[config.mk]
export PLATFORM = sky130hd
export DESIGN_NAME = chop_ctrl
export DESIGN_NICKNAME = d
export VERILOG_FILES = /design/src/rtl/chop_pkg.sv /design/src/rtl/chop_period_timer.sv /design/src/rtl/chop_phase_fsm.sv /design/src/rtl/chop_dead_time.sv /design/src/rtl/chop_ctrl.sv
export SDC_FILE = /design/constraint.sdc
export NUM_CORES = 1
export LEC_CHECK = 0
export ABC_AREA = 1
export BUFFER_PORTS_ARGS = -buffer_cell sky130_fd_sc_hd__buf_2
export CORE_AREA = 2 2 72 74
export CTS_CLUSTER_SIZE = 8
export DETAILED_ROUTE_END_ITERATION = 6
export DIE_AREA = 0 0 74 76
export GPL_TIMING_DRIVEN = 0
export MAX_ROUTING_LAYER = met4
export SKIP_CTS_REPAIR_TIMING = 1
export SLEW_MARGIN = 20
export SYNTH_ARGS = -nofsm -noshare
export SYNTH_HDL_FRONTEND = slang
export SYNTH_SLANG_ARGS = --single-unit
export TNS_END_PERCENT = 20
[constraint.sdc]
create_clock -name clk -period 3.7 [get_ports clk]
set_clock_uncertainty 0.05 [all_clocks]
set_input_delay 0.37 -clock clk [delete_from_list [all_inputs] [get_ports clk]]
set_output_delay 0.37 -clock clk [all_outputs]
set_load 0.1 [all_outputs]
[src/rtl/chop_pkg.sv]
// Shared types and gate patterns for the winding current chopper.
// Assumes gate bit order {hs_out1, ls_out1, hs_out2, ls_out2}.
package chop_pkg;

    typedef enum logic [1:0] {
        PH_DRIVE = 2'd0,
        PH_FAST  = 2'd1,
        PH_SLOW  = 2'd2
    } phase_t;

    localparam logic [1:0] DK_SLOW  = 2'b00;
    localparam logic [1:0] DK_MIXED = 2'b01;

    localparam logic [3:0] PAT_POS  = 4'b1001;
    localparam logic [3:0] PAT_NEG  = 4'b0110;
    localparam logic [3:0] PAT_SLOW = 4'b0101;

    // Map the chopping phase and the winding sign to a bridge pattern.
    function automatic logic [3:0] bridge_pattern(phase_t ph, logic sign_pos, logic zero_set);
        logic [3:0] pat;
        case (ph)
            PH_DRIVE: pat = zero_set ? PAT_SLOW : (sign_pos ? PAT_POS : PAT_NEG);
            PH_FAST:  pat = sign_pos ? PAT_NEG : PAT_POS;
            default:  pat = PAT_SLOW;
        endcase
        return pat;
    endfunction

endpackage

[src/rtl/chop_period_timer.sv]
// Period counter for the chopper. Counts 0..PERIOD-1 and wraps.
// It reports the last cycle of a period and whether the count is still inside
// the blanking window. Assumes BLANK < PERIOD.
module chop_period_timer #(
    parameter int PERIOD = 1667,
    parameter int BLANK  = 200,
    localparam int CW    = $clog2(PERIOD)
) (
    input  logic          clk,
    input  logic          rst_n,
    input  logic          en,
    output logic [CW-1:0] cnt,
    output logic          last,
    output logic          blanked
);
    localparam logic [CW-1:0] LAST_CNT = CW'(PERIOD - 1);
    localparam logic [CW-1:0] BLANK_CNT = CW'(BLANK);

    // Advance the period count, hold it at zero while disabled.
    always_ff @(posedge clk) begin
        if (!rst_n || !en) begin
            cnt <= '0;
        end else if (cnt == LAST_CNT) begin
            cnt <= '0;
        end else begin
            cnt <= cnt + 1'b1;
        end
    end

    assign last    = (cnt == LAST_CNT);
    assign blanked = (cnt < BLANK_CNT);

    p_count_range_r9: assert property (@(posedge clk) disable iff (!rst_n)
        cnt <= LAST_CNT);
    p_wrap_r9: assert property (@(posedge clk) disable iff (!rst_n)
        en && last |=> cnt == '0);
    p_hold_disabled_r1: assert property (@(posedge clk) disable iff (!rst_n)
        !en |=> cnt == '0);

endmodule

[src/rtl/chop_phase_fsm.sv]
// Chopping phase sequencer: drive at the period start, decay after an
// accepted comparator trip, with a timed fast segment for mixed decay.
// Assumes trip is already synchronous to clk.
module chop_phase_fsm
    import chop_pkg::*;
#(
    parameter int PERIOD = 1667,
    localparam int CW    = $clog2(PERIOD)
) (
    input  logic          clk,
    input  logic          rst_n,
    input  logic          en,
    input  logic [CW-1:0] cnt,
    input  logic          last,
    input  logic          blanked,
    input  logic          trip,
    input  logic          zero_set,
    input  logic [1:0]    decay_sel,
    output phase_t        phase
);
    localparam logic [CW-1:0] LAST_CNT = CW'(PERIOD - 1);

    phase_t        phase_q, phase_d;
    logic [CW-1:0] fast_left_q, fast_left_d;
    logic          mixed_q, mixed_d;
    logic [CW-1:0] fast_len;
    logic          accept;

    // Fast segment for mixed decay: a quarter of the cycles left after this one.
    assign fast_len = (LAST_CNT - cnt) >> 2;
    assign accept   = trip && !blanked && !zero_set;

    // Choose the next phase from the period position, trip and decay mode.
    always_comb begin
        phase_d     = phase_q;
        fast_left_d = fast_left_q;
        mixed_d     = mixed_q;
        if (!en || last) begin
            phase_d     = PH_DRIVE;
            fast_left_d = '0;
            mixed_d     = 1'b0;
        end else begin
            case (phase_q)
                PH_DRIVE: begin
                    if (accept) begin
                        if (decay_sel == DK_SLOW) begin
                            phase_d = PH_SLOW;
                        end else if (decay_sel == DK_MIXED) begin
                            if (fast_len == '0) begin
                                phase_d = PH_SLOW;
                            end else begin
                                phase_d     = PH_FAST;
                                fast_left_d = fast_len;
                                mixed_d     = 1'b1;
                            end
                        end else begin
                            phase_d = PH_FAST;
                            mixed_d = 1'b0;
                        end
                    end
                end
                PH_FAST: begin
                    if (mixed_q) begin
                        if (fast_left_q <= 1) begin
                            phase_d = PH_SLOW;
                        end
                        fast_left_d = (fast_left_q == '0) ? '0 : fast_left_q - 1'b1;
                    end
                end
                default: ;
            endcase
        end
    end

    // Register the phase and the mixed-decay bookkeeping.
    always_ff @(posedge clk) begin
        if (!rst_n) begin
            phase_q     <= PH_DRIVE;
            fast_left_q <= '0;
            mixed_q     <= 1'b0;
        end else begin
            phase_q     <= phase_d;
            fast_left_q <= fast_left_d;
            mixed_q     <= mixed_d;
        end
    end

    assign phase = phase_q;

    p_blank_hold_r3: assert property (@(posedge clk) disable iff (!rst_n)
        en && phase_q == PH_DRIVE && blanked |=> phase_q == PH_DRIVE);
    p_zero_hold_r7: assert property (@(posedge clk) disable iff (!rst_n)
        en && zero_set && phase_q == PH_DRIVE |=> phase_q == PH_DRIVE);
    p_restart_r9: assert property (@(posedge clk) disable iff (!rst_n)
        en && last |=> phase_q == PH_DRIVE);
    p_slow_sticks_r4: assert property (@(posedge clk) disable iff (!rst_n)
        en && !last && phase_q == PH_SLOW |=> phase_q == PH_SLOW);

endmodule

[src/rtl/chop_dead_time.sv]
// Dead-time insertion for one full bridge. A new conducting pattern is applied
// only after the gates have been all off for DEAD consecutive cycles.
// Assumes target is never all-off while enabled.
module chop_dead_time #(
    parameter int DEAD = 2,
    localparam int OW  = $clog2(DEAD + 1)
) (
    input  logic       clk,
    input  logic       rst_n,
    input  logic       en,
    input  logic [3:0] target,
    output logic [3:0] gate
);
    localparam logic [OW-1:0] DEAD_CNT = OW'(DEAD);

    logic [3:0]    gate_q, gate_d;
    logic [OW-1:0] off_q, off_d;

    // Decide the next applied pattern under the dead-time rule.
    always_comb begin
        if (!en) begin
            gate_d = 4'b0000;
        end else if (target == gate_q) begin
            gate_d = gate_q;
        end else if (gate_q != 4'b0000) begin
            gate_d = 4'b0000;
        end else if (off_q >= DEAD_CNT) begin
            gate_d = target;
        end else begin
            gate_d = 4'b0000;
        end
    end

    // Count consecutive all-off cycles, saturating at DEAD.
    always_comb begin
        if (gate_d != 4'b0000) begin
            off_d = '0;
        end else if (gate_q != 4'b0000) begin
            off_d = OW'(1);
        end else if (off_q < DEAD_CNT) begin
            off_d = off_q + 1'b1;
        end else begin
            off_d = off_q;
        end
    end

    // Register the gates; reset starts with the gap already satisfied.
    always_ff @(posedge clk) begin
        if (!rst_n) begin
            gate_q <= 4'b0000;
            off_q  <= DEAD_CNT;
        end else begin
            gate_q <= gate_d;
            off_q  <= off_d;
        end
    end

    assign gate = gate_q;

    p_no_direct_swap_r8: assert property (@(posedge clk) disable iff (!rst_n)
        gate_q != 4'b0000 |=> (gate_q == 4'b0000 || gate_q == $past(gate_q)));
    p_leg_exclusive_r11: assert property (@(posedge clk) disable iff (!rst_n)
        !(gate_q[3] && gate_q[2]) && !(gate_q[1] && gate_q[0]));
    p_off_when_disabled_r1: assert property (@(posedge clk) disable iff (!rst_n)
        !en |=> gate_q == 4'b0000);

endmodule

[src/rtl/chop_ctrl.sv]
// Fixed-frequency current chopper for one winding. It ties together the
// period timer, the phase sequencer and the dead-time stage. Assumes trip,
// sign_pos, zero_set and decay_sel are synchronous to clk.
module chop_ctrl
    import chop_pkg::*;
#(
    parameter int CLK_HZ   = 50_000_000,
    parameter int PWM_HZ   = 30_000,
    parameter int BLANK_NS = 4000,
    parameter int DEAD_CYC = 2
) (
    input  logic       clk,
    input  logic       rst_n,
    input  logic       en,
    input  logic       trip,
    input  logic       sign_pos,
    input  logic       zero_set,
    input  logic [1:0] decay_sel,
    output logic [3:0] gate
);
    localparam int PERIOD = (CLK_HZ + PWM_HZ / 2) / PWM_HZ;
    localparam int BLANK  = ((CLK_HZ / 1000) * BLANK_NS) / 1_000_000;
    localparam int DEAD   = (DEAD_CYC < 2) ? 2 : DEAD_CYC;
    localparam int CW     = $clog2(PERIOD);

    logic [CW-1:0] cnt;
    logic          last;
    logic          blanked;
    phase_t        phase;
    logic [3:0]    target;

    chop_period_timer #(.PERIOD(PERIOD), .BLANK(BLANK)) u_timer (
        .clk     (clk),
        .rst_n   (rst_n),
        .en      (en),
        .cnt     (cnt),
        .last    (last),
        .blanked (blanked)
    );

    chop_phase_fsm #(.PERIOD(PERIOD)) u_phase (
        .clk       (clk),
        .rst_n     (rst_n),
        .en        (en),
        .cnt       (cnt),
        .last      (last),
        .blanked   (blanked),
        .trip      (trip),
        .zero_set  (zero_set),
        .decay_sel (decay_sel),
        .phase     (phase)
    );

    // Translate the phase into the wanted bridge pattern.
    always_comb begin
        target = bridge_pattern(phase, sign_pos, zero_set);
    end

    chop_dead_time #(.DEAD(DEAD)) u_dead (
        .clk    (clk),
        .rst_n  (rst_n),
        .en     (en),
        .target (target),
        .gate   (gate)
    );

endmodule

==> impl_results.md <==
- Gate count of the mapped netlist: 336
- Starting DRT DRC Count: 62
- Core Util, Final: about half
- Unrepaired setup endpoints after global routing: false
- Post-Syn Area per Cell: 6.37 sq um
- Worst Path Arrival: approximately 2.1 ns
- GRT Resource Usage Total: between 10% and 20%
- Area growth from synthesis to final layout: 12.2%
- H-tree Lvls: 2
- Crit Path Class: reg2reg
- Die width: roughly 74 um
- Routed Wire Length: about 4600 um
- CTS tree: built
- Number of vias per cell: 4.81
- Placeable core region: roughly 0.0049 sq mm
- Post-route minimum period: 1.97 ns
- Netlist cell types: 33
- Worst-skew pair later-pin latency: 0.28 ns
- Number of antenna violations at the first check in global routing: 0
- VDD IR max: around 0.17 mV
- Detailed-route DRC error count: 0
- I/O pin count: 12
- Final-report hold violation count: 0
- Fill cell total of the finished layout: about 540
- Static Leak: around 1.1 nW
- Endpoint type of the worst setup path: flop
- Buffers on Ports: 11
- Share of synthesized area spent on multiplexers: 0%
- Leading cell types by total area after synthesis: sky130_fd_sc_hd__dfxtp_1, sky130_fd_sc_hd__nand2_1, sky130_fd_sc_hd__nor2_1
- Total clock sinks: 31
- DRT met1 WL: ~2200 um
- Clock slew seen by the registers of the worst setup and hold paths: about 0.07 ns
- Required time worst endpoint: 3.82 ns
- Area fraction in compound gates after synthesis: between 10% and 20%
- Run status: complete, no violations
- Simple-gate share of the synthesized area: 40.4%
- Avg WL per Cell: between 10 and 15 um
- Max Fanout on Critical Path: 10
- Net Count, Synth: ~350
- Total of warnings raised by yosys: 0
- Max capacitance violation total: 0
- Highest metal layer used by the detailed router: met4
- Die Outline Area: roughly 0.0056 sq mm
- Post-detail-place hpwl: 3600 um
- Number of rows created at floorplan: 26
- Sequential cell area fraction in the yosys report: between 20% and 30%
- Period utilisation layout: 53.3%
- Transition time at the pin with the least slew margin: roughly 0.52 ns
- Proportion of netlist area held by the largest area contributor: between 20 and 30%
- Achievable Freq: around 500 MHz
- Leading cell types in the layout, fill and taps excluded: sky130_fd_sc_hd__nand2_1, sky130_fd_sc_hd__nor2_1, sky130_fd_sc_hd__inv_1
- Total of endpoints with negative setup slack in the final report: 0
- Startpoint class of the critical path: flop
- Vert. Die Dim: 76 um
- Cell area after synthesis: between 0.002 and 0.0025 sq mm
- Root cell of the clock tree: sky130_fd_sc_hd__clkbuf_8
- Synthesized-area fraction occupied by xor and xnor cells: 3.68%
- Final global-route overflow total: 0
- Global-route wire length before repair: ~8200 um
- Sum Neg Setup Slack: 0 ns
- Routed length on met2: 2270 um
- Largest area contributor in the synthesized netlist: sky130_fd_sc_hd__dfxtp_1
- Vias in the first global route: between 1,500 and 2,000
- Min-Delay Path Class: in2reg
- Via total after detailed routing: ~2,000
- Number of buffers on the longest clock path: 2
- Post-layout net count: between 300 and 400
- Share of post-route cells with drive strength above 1: 15.8%
- Antenna Nets Post-Route: 0
- Adder and majority cell fraction of the synthesized area: 2.92%
- Total power density per cell area: 334 mW/mm^2
- Detailed Routing Iterations Pass 1: 4
- Main combinational cell family by area after synthesis: simple AND/OR/NAND/NOR gates
- Headroom to the max-slew limit: between 60% and 70%
- Ant. Diodes: 0
- Max-slew violations: 0
- Largest net degree at the start of global routing: 11
- TritonCTS buffer count: 5
- Met3 Wirelength: ~63 um
- FF+latch count, synth: 31
- Starting Density: ~44%
- Routability congestion estimate: between 1 and 1.5
- Most common cell after layout, fill and taps aside: sky130_fd_sc_hd__nand2_1
-- synth_stat cells (all sizes together) --
master,count
o21ai,15
a2111oi,1
ha,5
o22ai,9
nand4,2
nor3,7
a21oi,24
xnor2,4
nor2,52
inv,47
dfxtp,31
o21a,1
xor2,5
nand2,86
nand3,27
or2,2
o21bai,1
nand3b,8
clkbuf,1
buf,6
and3,1
clkinv,1
-- final cells by class --
cell class                 count  area, sq um  area share [%]
multi-input combinational    250         1290            53.7
sequential                    31          621            25.8
inverter                      48          180            7.50
tap                           70         87.6            3.65
clock buffer                   6         82.6            3.44
timing repair buffer          11         55.1            2.29
buffer                         7         51.3            2.14
clock inverter                 2         35.0            1.46
-- metal layers --
metal,GRT usage [%],vias to the layer above
met3,3.17,4
met2,30.4,12
met1,23.3,918
met4,4.36,0
li1,-,1112
met5,-,-
-- stage by stage --
step | hold WS [ns] | cells | worst slack [ns] | area [sq um] | total power, mW
floorplan | 0.376 | 336 | 1.75 | 2140 | 0.439
detailed placement | 0.393 | 417 | 1.74 | 2280 | 0.460
finish | 0.238 | 425 | 1.73 | 2400 | 0.801
CTS | 0.231 | 425 | 1.72 | 2400 | 0.815
global route | 0.242 | 425 | 1.53 | 2400 | 0.845
global placement | 0.384 | 417 | 1.74 | 2280 | 0.459
-- final timing paths --
path | end | startpoint | slack, ns | depth (start not counted)
setup / recovery | u_phase.fast_left_q[0]$_SDFFE_PP0P_ | u_timer.cnt[0]$_SDFF_PP0_ | 1.73 | 13
hold / removal | u_dead.off_q[1]$_SDFFE_PN1P_ | rst_n | 0.24 | 2
setup reg to reg | u_phase.fast_left_q[0]$_SDFFE_PP0P_ | u_timer.cnt[0]$_SDFF_PP0_ | 1.73 | 13
hold reg to reg | u_phase.mixed_q$_SDFFE_PP0P_ | u_phase.mixed_q$_SDFFE_PP0P_ | 0.41 | 2
-- logic make-up (layout without fill, tap and decap cells) --
family,Yosys count,after routing
XOR/XNOR,9,9
AO/OA/AOI/OAI,51,51
AND/OR/NAND/NOR,185,185
adder cells (fa/ha/maj),5,5
buffers and inverters,55,74
flip-flops,31,31
-- sequential cells by signal, summed over array words and instances, names as in the netlist --
signal,flops
u_phase.phase,2
u_dead.gate,4
u_phase.fast_left_q,11
u_phase.mixed_q,1
u_dead.off_q,2
u_timer.cnt,11
-- critical path: stages (launching register included) --
cell and delay [ns]:
sky130_fd_sc_hd__dfxtp_1 0.35, sky130_fd_sc_hd__ha_1 0.22, sky130_fd_sc_hd__inv_1 0.13, sky130_fd_sc_hd__nand2_1 0.09, sky130_fd_sc_hd__nor2_1 0.12, sky130_fd_sc_hd__nand2_2 0.08
sky130_fd_sc_hd__nand2_2 0.07, sky130_fd_sc_hd__nand2_4 0.07, sky130_fd_sc_hd__nand2_2 0.09, sky130_fd_sc_hd__and3_4 0.19, sky130_fd_sc_hd__nand3_4 0.08, sky130_fd_sc_hd__buf_6 0.15
sky130_fd_sc_hd__a21oi_1 0.12, sky130_fd_sc_hd__nor2_1 0.06
-- where the power goes --
group	total [mW]	switching (mW)	internal [mW]
logic	0.0998	0.0676	0.0322
registers	0.352	0.00883	0.343
clock network	0.349	0.131	0.218
No activity file was read; power rests on OpenSTA's default activity.
